===== src/rtl/misc_imm_pkg.sv =====
package misc_imm_pkg;
  localparam int INSN_W = 32;
  localparam int DATA_W = 32;
  localparam int REG_W  = 4;
  localparam int OPC_W  = 4;
  localparam int MASK_W = 4;
  localparam int HINT_W = 3;
  localparam int IMM8_W = 8;
  localparam int ROT_W  = 4;
  localparam int HALF_W = DATA_W / 2;
  localparam int LO12_W = 12;

  localparam int OPC_LSB = 21;
  localparam int RN_LSB  = 16;
  localparam int RD_LSB  = 12;
  localparam int ROT_LSB = 8;

  localparam logic [OPC_W-1:0] OPC_MOVW    = 4'h8;
  localparam logic [OPC_W-1:0] OPC_HINTPSR = 4'h9;
  localparam logic [OPC_W-1:0] OPC_MOVT    = 4'hA;
  localparam logic [OPC_W-1:0] OPC_PSRSAV  = 4'hB;
  localparam int HINT_MAX = 4;

  typedef enum logic [2:0] {
    CLS_MOVW    = 3'd0,
    CLS_MOVT    = 3'd1,
    CLS_HINT    = 3'd2,
    CLS_PSR_CUR = 3'd3,
    CLS_PSR_SAV = 3'd4,
    CLS_UNDEF   = 3'd7
  } cls_e;

  typedef struct packed {
    cls_e              cls;
    logic              undef;
    logic [REG_W-1:0]  rd;
    logic [DATA_W-1:0] imm;
    logic [MASK_W-1:0] mask;
    logic [HINT_W-1:0] hint;
  } dec_t;
endpackage


===== src/rtl/misc_imm_fields.sv =====
module misc_imm_fields
  import misc_imm_pkg::*;
(
  input  logic [ROT_W-1:0]  rot_amt,
  input  logic [IMM8_W-1:0] imm8,
  input  logic [REG_W-1:0]  hi4,
  input  logic [LO12_W-1:0] lo12,
  output logic [DATA_W-1:0] rot_imm,
  output logic [HALF_W-1:0] wide_imm
);
  localparam int SH_W = $clog2(DATA_W);

  logic [DATA_W-1:0] zext;
  logic [SH_W-1:0]   amt;

  assign zext     = {{(DATA_W-IMM8_W){1'b0}}, imm8};
  assign amt      = SH_W'({rot_amt, 1'b0});
  assign wide_imm = {hi4, lo12};

  // rotate right: output bit i takes source bit (i + amt) mod DATA_W
  always_comb begin
    for (int i = 0; i < DATA_W; i++) begin
      rot_imm[i] = zext[SH_W'(i) + amt];
    end
  end
endmodule


===== src/rtl/misc_imm_classify.sv =====
module misc_imm_classify
  import misc_imm_pkg::*;
(
  input  logic [OPC_W-1:0]  opc,
  input  logic [REG_W-1:0]  rn,
  input  logic [REG_W-1:0]  rd,
  input  logic [IMM8_W-1:0] imm8,
  input  logic [DATA_W-1:0] rot_imm,
  input  logic [HALF_W-1:0] wide_imm,
  output dec_t              dec
);
  logic hint_ok;
  assign hint_ok = (imm8 <= IMM8_W'(HINT_MAX));

  always_comb begin
    dec       = '0;
    dec.cls   = CLS_UNDEF;
    dec.undef = 1'b1;
    unique case (opc)
      OPC_MOVW: begin
        dec.cls   = CLS_MOVW;
        dec.undef = 1'b0;
        dec.rd    = rd;
        dec.imm   = {{(DATA_W-HALF_W){1'b0}}, wide_imm};
      end
      OPC_MOVT: begin
        dec.cls   = CLS_MOVT;
        dec.undef = 1'b0;
        dec.rd    = rd;
        dec.imm   = {wide_imm, {(DATA_W-HALF_W){1'b0}}};
      end
      OPC_HINTPSR: begin
        if (rn != '0) begin
          dec.cls   = CLS_PSR_CUR;
          dec.undef = 1'b0;
          dec.imm   = rot_imm;
          dec.mask  = rn;
        end else if (hint_ok) begin
          dec.cls   = CLS_HINT;
          dec.undef = 1'b0;
          dec.hint  = HINT_W'(imm8);
        end
      end
      OPC_PSRSAV: begin
        dec.cls   = CLS_PSR_SAV;
        dec.undef = 1'b0;
        dec.imm   = rot_imm;
        dec.mask  = rn;
      end
      default: ;
    endcase
  end
endmodule


===== src/rtl/misc_imm_outstage.sv =====
module misc_imm_outstage
  import misc_imm_pkg::*;
#(
  parameter bit REGISTERED = 1'b1
) (
  input  logic clk,
  input  logic rst,
  input  logic in_valid,
  input  dec_t d,
  output logic out_valid,
  output dec_t q
);
  generate
    if (REGISTERED) begin : g_reg
      always_ff @(posedge clk) begin
        if (rst) begin
          out_valid <= 1'b0;
          q         <= '0;
        end else begin
          out_valid <= in_valid;
          if (in_valid) q <= d;
        end
      end
    end else begin : g_comb
      assign out_valid = in_valid;
      assign q         = d;
    end
  endgenerate
endmodule


===== src/rtl/misc_imm_decoder.sv =====
module misc_imm_decoder
  import misc_imm_pkg::*;
#(
  parameter bit REGISTERED = 1'b1
) (
  input  logic              clk,
  input  logic              rst,
  input  logic              in_valid,
  input  logic [INSN_W-1:0] in_insn,
  output logic              out_valid,
  output logic [2:0]        out_class,
  output logic              out_undef,
  output logic [REG_W-1:0]  out_rd,
  output logic [DATA_W-1:0] out_imm,
  output logic [MASK_W-1:0] out_mask,
  output logic [HINT_W-1:0] out_hint
);
  logic [OPC_W-1:0]  f_opc;
  logic [REG_W-1:0]  f_rn;
  logic [REG_W-1:0]  f_rd;
  logic [ROT_W-1:0]  f_rot;
  logic [IMM8_W-1:0] f_imm8;
  logic [DATA_W-1:0] rot_imm;
  logic [HALF_W-1:0] wide_imm;
  dec_t              dec_d;
  dec_t              dec_q;

  assign f_opc  = in_insn[OPC_LSB +: OPC_W];
  assign f_rn   = in_insn[RN_LSB  +: REG_W];
  assign f_rd   = in_insn[RD_LSB  +: REG_W];
  assign f_rot  = in_insn[ROT_LSB +: ROT_W];
  assign f_imm8 = in_insn[0 +: IMM8_W];

  misc_imm_fields u_fields (
    .rot_amt  (f_rot),
    .imm8     (f_imm8),
    .hi4      (f_rn),
    .lo12     (in_insn[0 +: LO12_W]),
    .rot_imm  (rot_imm),
    .wide_imm (wide_imm)
  );

  misc_imm_classify u_classify (
    .opc      (f_opc),
    .rn       (f_rn),
    .rd       (f_rd),
    .imm8     (f_imm8),
    .rot_imm  (rot_imm),
    .wide_imm (wide_imm),
    .dec      (dec_d)
  );

  misc_imm_outstage #(.REGISTERED(REGISTERED)) u_out (
    .clk       (clk),
    .rst       (rst),
    .in_valid  (in_valid),
    .d         (dec_d),
    .out_valid (out_valid),
    .q         (dec_q)
  );

  assign out_class = dec_q.cls;
  assign out_undef = dec_q.undef;
  assign out_rd    = dec_q.rd;
  assign out_imm   = dec_q.imm;
  assign out_mask  = dec_q.mask;
  assign out_hint  = dec_q.hint;
endmodule


===== config.mk =====
export PLATFORM = sky130hd
export DESIGN_NAME = misc_imm_decoder
export DESIGN_NICKNAME = d
export VERILOG_FILES = /design/src/rtl/misc_imm_pkg.sv /design/src/rtl/misc_imm_fields.sv /design/src/rtl/misc_imm_classify.sv /design/src/rtl/misc_imm_outstage.sv /design/src/rtl/misc_imm_decoder.sv
export SDC_FILE = /design/constraint.sdc
export NUM_CORES = 1
export LEC_CHECK = 0
export CORE_MARGIN = 2
export CORE_UTILIZATION = 36
export CTS_CLUSTER_DIAMETER = 50
export DETAILED_ROUTE_END_ITERATION = 8
export GPL_TIMING_DRIVEN = 0
export PLACE_DENSITY = 0.73
export SLEW_MARGIN = 5
export SYNTH_ARGS = -nofsm -noshare
export SYNTH_HDL_FRONTEND = slang
export SYNTH_SLANG_ARGS = --single-unit

===== constraint.sdc =====
create_clock -name clk -period 6.45 [get_ports clk]
set_clock_uncertainty 0.1 [all_clocks]
set_input_delay 1.935 -clock clk [delete_from_list [all_inputs] [get_ports clk]]
set_output_delay 1.935 -clock clk [all_outputs]
set_load 0.01 [all_outputs]

==> summary.md, run 1 <==
| Metric | Value |
|---|---|
| Status | finished, final reports clean |
| Clock H-tree levels | 2 |
| Initial Utilization | 36.81% |
| Syn avg cell area | 9.077 um^2 |
| Post-synthesis compound-gate area fraction | 23.64% |
| Largest net degree at the start of global routing | 16 |
| Vias in the first global route | 2,547 |
| Inserted Diodes | 0 |
| Leakage power | 1.241 nW |
| Area grow syn2layout | 36.00% |
| Setup bufs post-CTS | 0 |
| Post-Synth Simple-Gate Area | 21.98% |
| Number of synthesized register bits | 48 |
| Total gr overflow | 0 |
| Final period utilization | 64.99% |
| DPL Wire Length | 5838 um |
| Worst Hold Class | reg2reg |
| Synth top area cells | dfxtp_1 36%, nor2b_1 4.0%, nor2_1 3.8% |
| Largest family of logic cells by synthesized area | compound AO/OA/AOI/OAI gates |
| Hold wc startpoint | u_out.q[0] |
| Met2 wire len | 3591 um |
| EDFF count, synth | 0 |
| Crit path DAT | 4.33 ns |
| Mux share of post-synthesis cell area | 6.727% |
| Port Buffers | 73 |
| Detailed Routing Iterations Pass 1 | 5 |
| Crit path buf inv count | 3 |
| Fmax | 0.2386 GHz |
| CP cell instances | clkdlybuf4s50_1 > clkbuf_1 > inv_1 > ha_1 > or4_1 > a211oi_2 |
| Avg WL per Cell | 16.44 um |
| Die Height | 89.66 um |
| Slew @ Worst Pin | 0.6491 ns |
| CTS tree | built |
| Nets@finish | 414 |
| Commonest non-fill, non-tap cell in the layout | clkdlybuf4s50_1 |
| Initial antenna violation count | 0 |
| Clk sinks | 48 |
| Post-synthesis adder-cell area fraction | 3.790% |
| Layout cells sized above 1 | 11.02% |
| Share of the synthesized area in the top cell type | 36.38% |
| Mapped Area | 0.002641 mm^2 |
| Period minus WS final | 4.192 ns |
| Worst Hold Depth | 2 |
| Antenna Nets Post-Route | 0 |
| Slew HR | 56.39% |
| Synth Flop Type | dfxtp_1 |
| Leading area contributor after synthesis | dfxtp_1 |
| Slew Limit Fails | 0 |
| Critical path type | in2reg |
| Synth Area in XOR/XNOR | 2.653% |
| Core area | 0.007176 mm^2 |
| Yosys Warn Count | 0 |
| Hold endpoint | u_out.q[0] |
| Max stage delay on crit path | 0.58 ns |
| Distinct cells, synth | 49 |
| Overall routing resource usage | 19.54% |
| Slowest CP cell | or4_1 |
| RSZ-0062 raised after global routing | false |
| Reg-to-reg startpoint | u_out.q[24] |
| CP max FO | 10 |
| Most frequent cells in the layout | 73 x clkdlybuf4s50_1, 48 x dfxtp_1, 27 x nor2_1 |
| Critical R2R Capture | u_out.q[24] |
| Reg clk slew, reported paths | 0.09 ns |
| Setup-failing EPs final | 0 |
| TNS Setup | 0 ns |
| Num ports | 83 |
| Via density | 5.580 |
| FP Rows | 31 |
| FF-to-FF setup slack | 5.36 ns |
| VDD IR max | 0.09170 mV |
| Startpoint Class | input port |
| Remaining routing DRC violations | 0 |
| Fill cells | 668 |
| Net Count, Synth | 334 |
| DR iter-0 viols | 175 |
| Via count | 2,628 |
| Design area | 0.003592 mm^2 |
| Max_cap viols | 0 |
| Top sig layer | met4 |
| First-pass GRT wire length | 12,140 um |
| TritonCTS Buffers | 5 |
| Final Wtd Congestion | 0.9279 |
| Async set-or-reset flop fraction in the synthesized netlist | 0% |
| Root buffer cell | clkbuf_8 |
| Die X | 89.66 um |
| Post-CTS Resized | 0 |
| Crit path required time | 6.58 ns |
| Pwr/cell area | 169.5 mW/mm^2 |
| Sequential-to-total area share from yosys stat | 36.38% |
| Final hold vios | 0 |
| Met3 routed WL | 588 um |
| Die Area | 0.008038 mm^2 |
| CP endpoint kind | flop |
| Kind of cell adding the most delay to the critical path | buffers and inverters |
| Post-Route WL | 7743 um |
| Clk buf depth | 2 |
| Clk_lat worst skew | 0.30 ns |
| Register-to-Register Path Depth | 3 |
| CTS Hold Bufs | 0 |
| Area after DPL | 0.003496 mm^2 |
| Cell count after synthesis | 291 |
| Met1 wire length | 3404 um |
==> Yosys cell counts (5+ instances only) <==
library cell,count
clkbuf_1,12
o22ai_1,8
a22o_1,8
a211oi_1,9
a21oi_1,20
a22oi_1,10
inv_1,6
nor2b_1,17
nor2_1,27
nand2_1,11
xnor2_1,7
a211oi_2,5
o21ai_0,10
mux2_2,6
ha_1,8
nand4_1,14
and3_1,5
dfxtp_1,48
buf_2,6
==> layer usage <==
layer	up-vias	track usage [%]
li1	1249	-
met1	1234	26.29
met2	129	30.82
met3	16	4.113
met4	0	7.463
met5	-	0
==> final cells by class <==
cell class | count | area, um^2 | share of cell area, %
multi-input combinational | 215 | 1553 | 43.23
sequential | 48 | 960.9 | 26.75
timing repair buffer | 73 | 730.7 | 20.34
tap | 99 | 123.9 | 3.448
buffer | 21 | 101.3 | 2.821
clock buffer | 6 | 82.58 | 2.299
inverter | 7 | 26.28 | 0.7315
clock inverter | 2 | 13.76 | 0.3831
==> worst min-delay path, stage by stage (launching register included) <==
cell     delay [ns]
dfxtp_1        0.32
nand2_1        0.05
a21oi_1        0.05
==> kinds of logic after synthesis <==
kind of cell / after synthesis
adders and majority gates: 8
xor gates and xnor gates: 8
AOI/OAI and AO/OA: 88
muxes: 12
DFF: 48
and+or+nand+nor: 99
buffers and inverters: 28
==> flip-flops by register name, indices dropped and copies added (netlist names) <==
signal and flops:
u_out.out_valid 1, u_out.q 47
==> how the worst max path moves through the flow <==
stage,start,endpoint,slack [ns],cells after the start
2_1_floorplan,in_insn[10],u_out.q[12],2.87,5
3_3_place_gp,in_insn[10],u_out.q[12],2.03,6
3_5_place_dp,in_insn[10],u_out.q[11],1.98,6
4_1_cts,in_insn[10],u_out.q[11],2.30,6
5_1_grt,in_insn[10],u_out.q[11],2.16,6
6_report,in_insn[10],u_out.q[11],2.26,6
==> power breakdown <==
part | total (mW) | leakage [nW] | switching [mW] | internal [mW]
Clock | 0.193 | 0.0516 | 0.105 | 0.0878
Sequential | 0.303 | 0.389 | 0.00248 | 0.301
Combinational | 0.112 | 0.801 | 0.0628 | 0.0496
Total | 0.609 | 1.24 | 0.171 | 0.438
==> stage by stage <==
| stage | total power, mW | setup slack, ns | util [%] | cells | hold slack, ns |
|---|---|---|---|---|---|
| 2_1_floorplan | 0.3707 | 2.866 | - | 291 | 0.3761 |
| 3_3_place_gp | 0.4197 | 2.028 | 48.72 | 463 | 0.3442 |
| 3_5_place_dp | 0.4211 | 1.975 | 48.72 | 463 | 0.3485 |
| 4_1_cts | 0.6118 | 2.295 | 50.06 | 471 | 0.3598 |
| 5_1_grt | 0.6302 | 2.155 | 50.06 | 471 | 0.3800 |
| 6_report | 0.6089 | 2.258 | 50.06 | 471 | 0.3571 |
Power figures use the tool's default switching activity.
==> inputs of run 2 (changes only) <==
Settings changed: PLACE_DENSITY 0.73 to 0.75.
Clock period 6.45 ns to 3.6 ns, I/O delays scaled along.
==> run 2 against run 1 <==
  * Combinational power is 80% higher
  * Worst setup slack got worse by 2.0 ns
  * Routed wire length shrank 0.37%
  * Core utilization down 0.21 points
  * Flip-flop and latch count did not move
  * Clock-buffer cell count down 1
  * Final area is 0.42% lower
  * Clock power rose by 61%
  * Hold slack better by 0.0045 ns
  * Largest power group unchanged
==> summary.md, run 2 (synthesized netlist as in run 1, its figures left out) <==
| Metric | Value |
|---|---|
| Status | finished, final reports clean |
| Die X | 89.66 um |
| Crit path DAT | 3.45 ns |
| Largest register FFs | 47 |
| Reg-to-reg startpoint | u_out.q[7] |
| Via density | 5.602 |
| Hold slack final | 0.3616 ns |
| Die Area | 0.008038 mm^2 |
| Nets@finish | 414 |
| Largest net degree at the start of global routing | 15 |
| FF-to-FF setup slack | 2.54 ns |
| Multi-input logic area | 0.001553 mm^2 |
| CP max FO | 10 |
| Clock H-tree levels | 2 |
| Most flop-heavy register | u_out.q |
| Die Height | 89.66 um |
| Final hold vios | 0 |
| DR iter-0 viols | 169 |
| Most frequent cells in the layout | 73 x clkdlybuf4s50_1, 48 x dfxtp_1, 27 x nor2_1 |
| Detailed Routing Iterations Pass 1 | 5 |
| Final Wtd Congestion | 0.9497 |
| Fmax | 0.3015 GHz |
| Max_cap viols | 0 |
| Inserted Diodes | 0 |
| Total gr overflow | 0 |
| Post-Route WL | 7714 um |
| Startpoint Class | input port |
| Slew HR | 55.24% |
| Clk_lat worst skew | 0.30 ns |
| Largest regs | u_out.q: 47 flops, u_out.out_valid: 1 flops |
| Sequential cell area | 960.9 um^2 |
| Slowest CP cell | or4_1 |
| Clk sinks | 48 |
| Layout Cells excl Fill | 470 |
| Hold wc startpoint | u_out.q[0] |
| Port Buffers | 73 |
| Overall routing resource usage | 20.11% |
| Fill cells | 659 |
| Commonest non-fill, non-tap cell in the layout | clkdlybuf4s50_1 |
| TritonCTS Buffers | 5 |
| Initial Utilization | 36.81% |
| Clk buf depth | 2 |
| RSZ-0062 raised after global routing | false |
| Placed insts | 463 |
| Setup WS pre-CTS | -0.007647 ns |
| Final period utilization | 92.13% |
| CP cell instances | clkdlybuf4s50_1 > clkbuf_1 > inv_1 > ha_1 > or4_1 > a211oi_2 |
| Antenna Nets Post-Route | 0 |
| Avg WL per Cell | 16.41 um |
| Num ports | 83 |
| VDD IR max | 0.1274 mV |
| Post-CTS Resized | 0 |
| First-pass GRT wire length | 12,530 um |
| Critical path type | in2reg |
| Slew Limit Fails | 0 |
| Overall power | 1.056 mW |
| Leakage power | 1.230 nW |
| Initial antenna violation count | 0 |
| Remaining routing DRC violations | 0 |
| CTS tree | built |
| FP Rows | 31 |
| CP startpoint | in_insn[10] |
| Via count | 2,633 |
| CP endpoint kind | flop |
| Final core utilization | 49.85% |
| Crit path required time | 3.74 ns |
| Setup-failing EPs final | 0 |
| Layout cells sized above 1 | 10.78% |
| Root buffer cell | clkbuf_8 |
| Vias in the first global route | 2,581 |
| Slew @ Worst Pin | 0.6663 ns |
| Worst Hold Class | reg2reg |
| Area grow syn2layout | 35.43% |
| CTS Hold Bufs | 0 |
| Max stage delay on crit path | 0.58 ns |
| Period minus WS final | 3.317 ns |
| Core area | 0.007176 mm^2 |
| Setup bufs post-CTS | 0 |
| Reg clk slew, reported paths | 0.09 ns |
| Worst Slack Setup Final | 0.2832 ns |
| DPL Wire Length | 5896 um |
| Pwr/cell area | 295.3 mW/mm^2 |
## run 2: path summary, 6_finish.rpt
| path | cells past startpoint | end |
|---|---|---|
| min | 2 | u_out.q[0] |
| max reg2reg | 3 | u_out.q[7] |
| min reg2reg | 2 | u_out.q[0] |
| max | 6 | u_out.q[28] |
## run 2: power by group
part / internal [mW] / switching [mW] / leakage [nW]
clock: 0.132 / 0.180 / 0.0400
combinational: 0.0888 / 0.113 / 0.801
sequential: 0.539 / 0.00431 / 0.389
total: 0.759 / 0.297 / 1.23
## run 2: layout make-up
class                   count  area share [%]
well taps                  99           3.463
plain buffers              21           2.833
multi-input cells         215           43.41
flip-flops and latches     48           26.86
inverters                   7          0.7345
clock buffers               5           1.924
clock inverters             2          0.3498
repair buffers             73           20.43
## run 2: worst max-delay path, delay by kind of cell
family,cells,cell delay [ns]
compound gates,1,0.19
fa+ha+maj,1,0.40
buf+inv,3,1.19
simple gates,1,0.58
## run 2: routing by layer
| metal | track usage [%] | routed length (um) | share of wire, % | vias to the layer above |
|---|---|---|---|---|
| li1 | - | - | - | 1252 |
| met1 | 26.03 | 3286 | 43 | 1238 |
| met2 | 32.62 | 3657 | 47 | 126 |
| met3 | 4.570 | 586 | 7.6 | 17 |
| met4 | 7.734 | 182 | 2.4 | 0 |
| met5 | 0 | 0 | 0 | - |
## run 2: per-stage QoR
step	TNS (ns)	cell area, um^2
finish	0	3577
global route	0	3577
CTS	0	3577
detailed placement	-0.007647	3496
global placement	0	3496
floorplan	0	2641
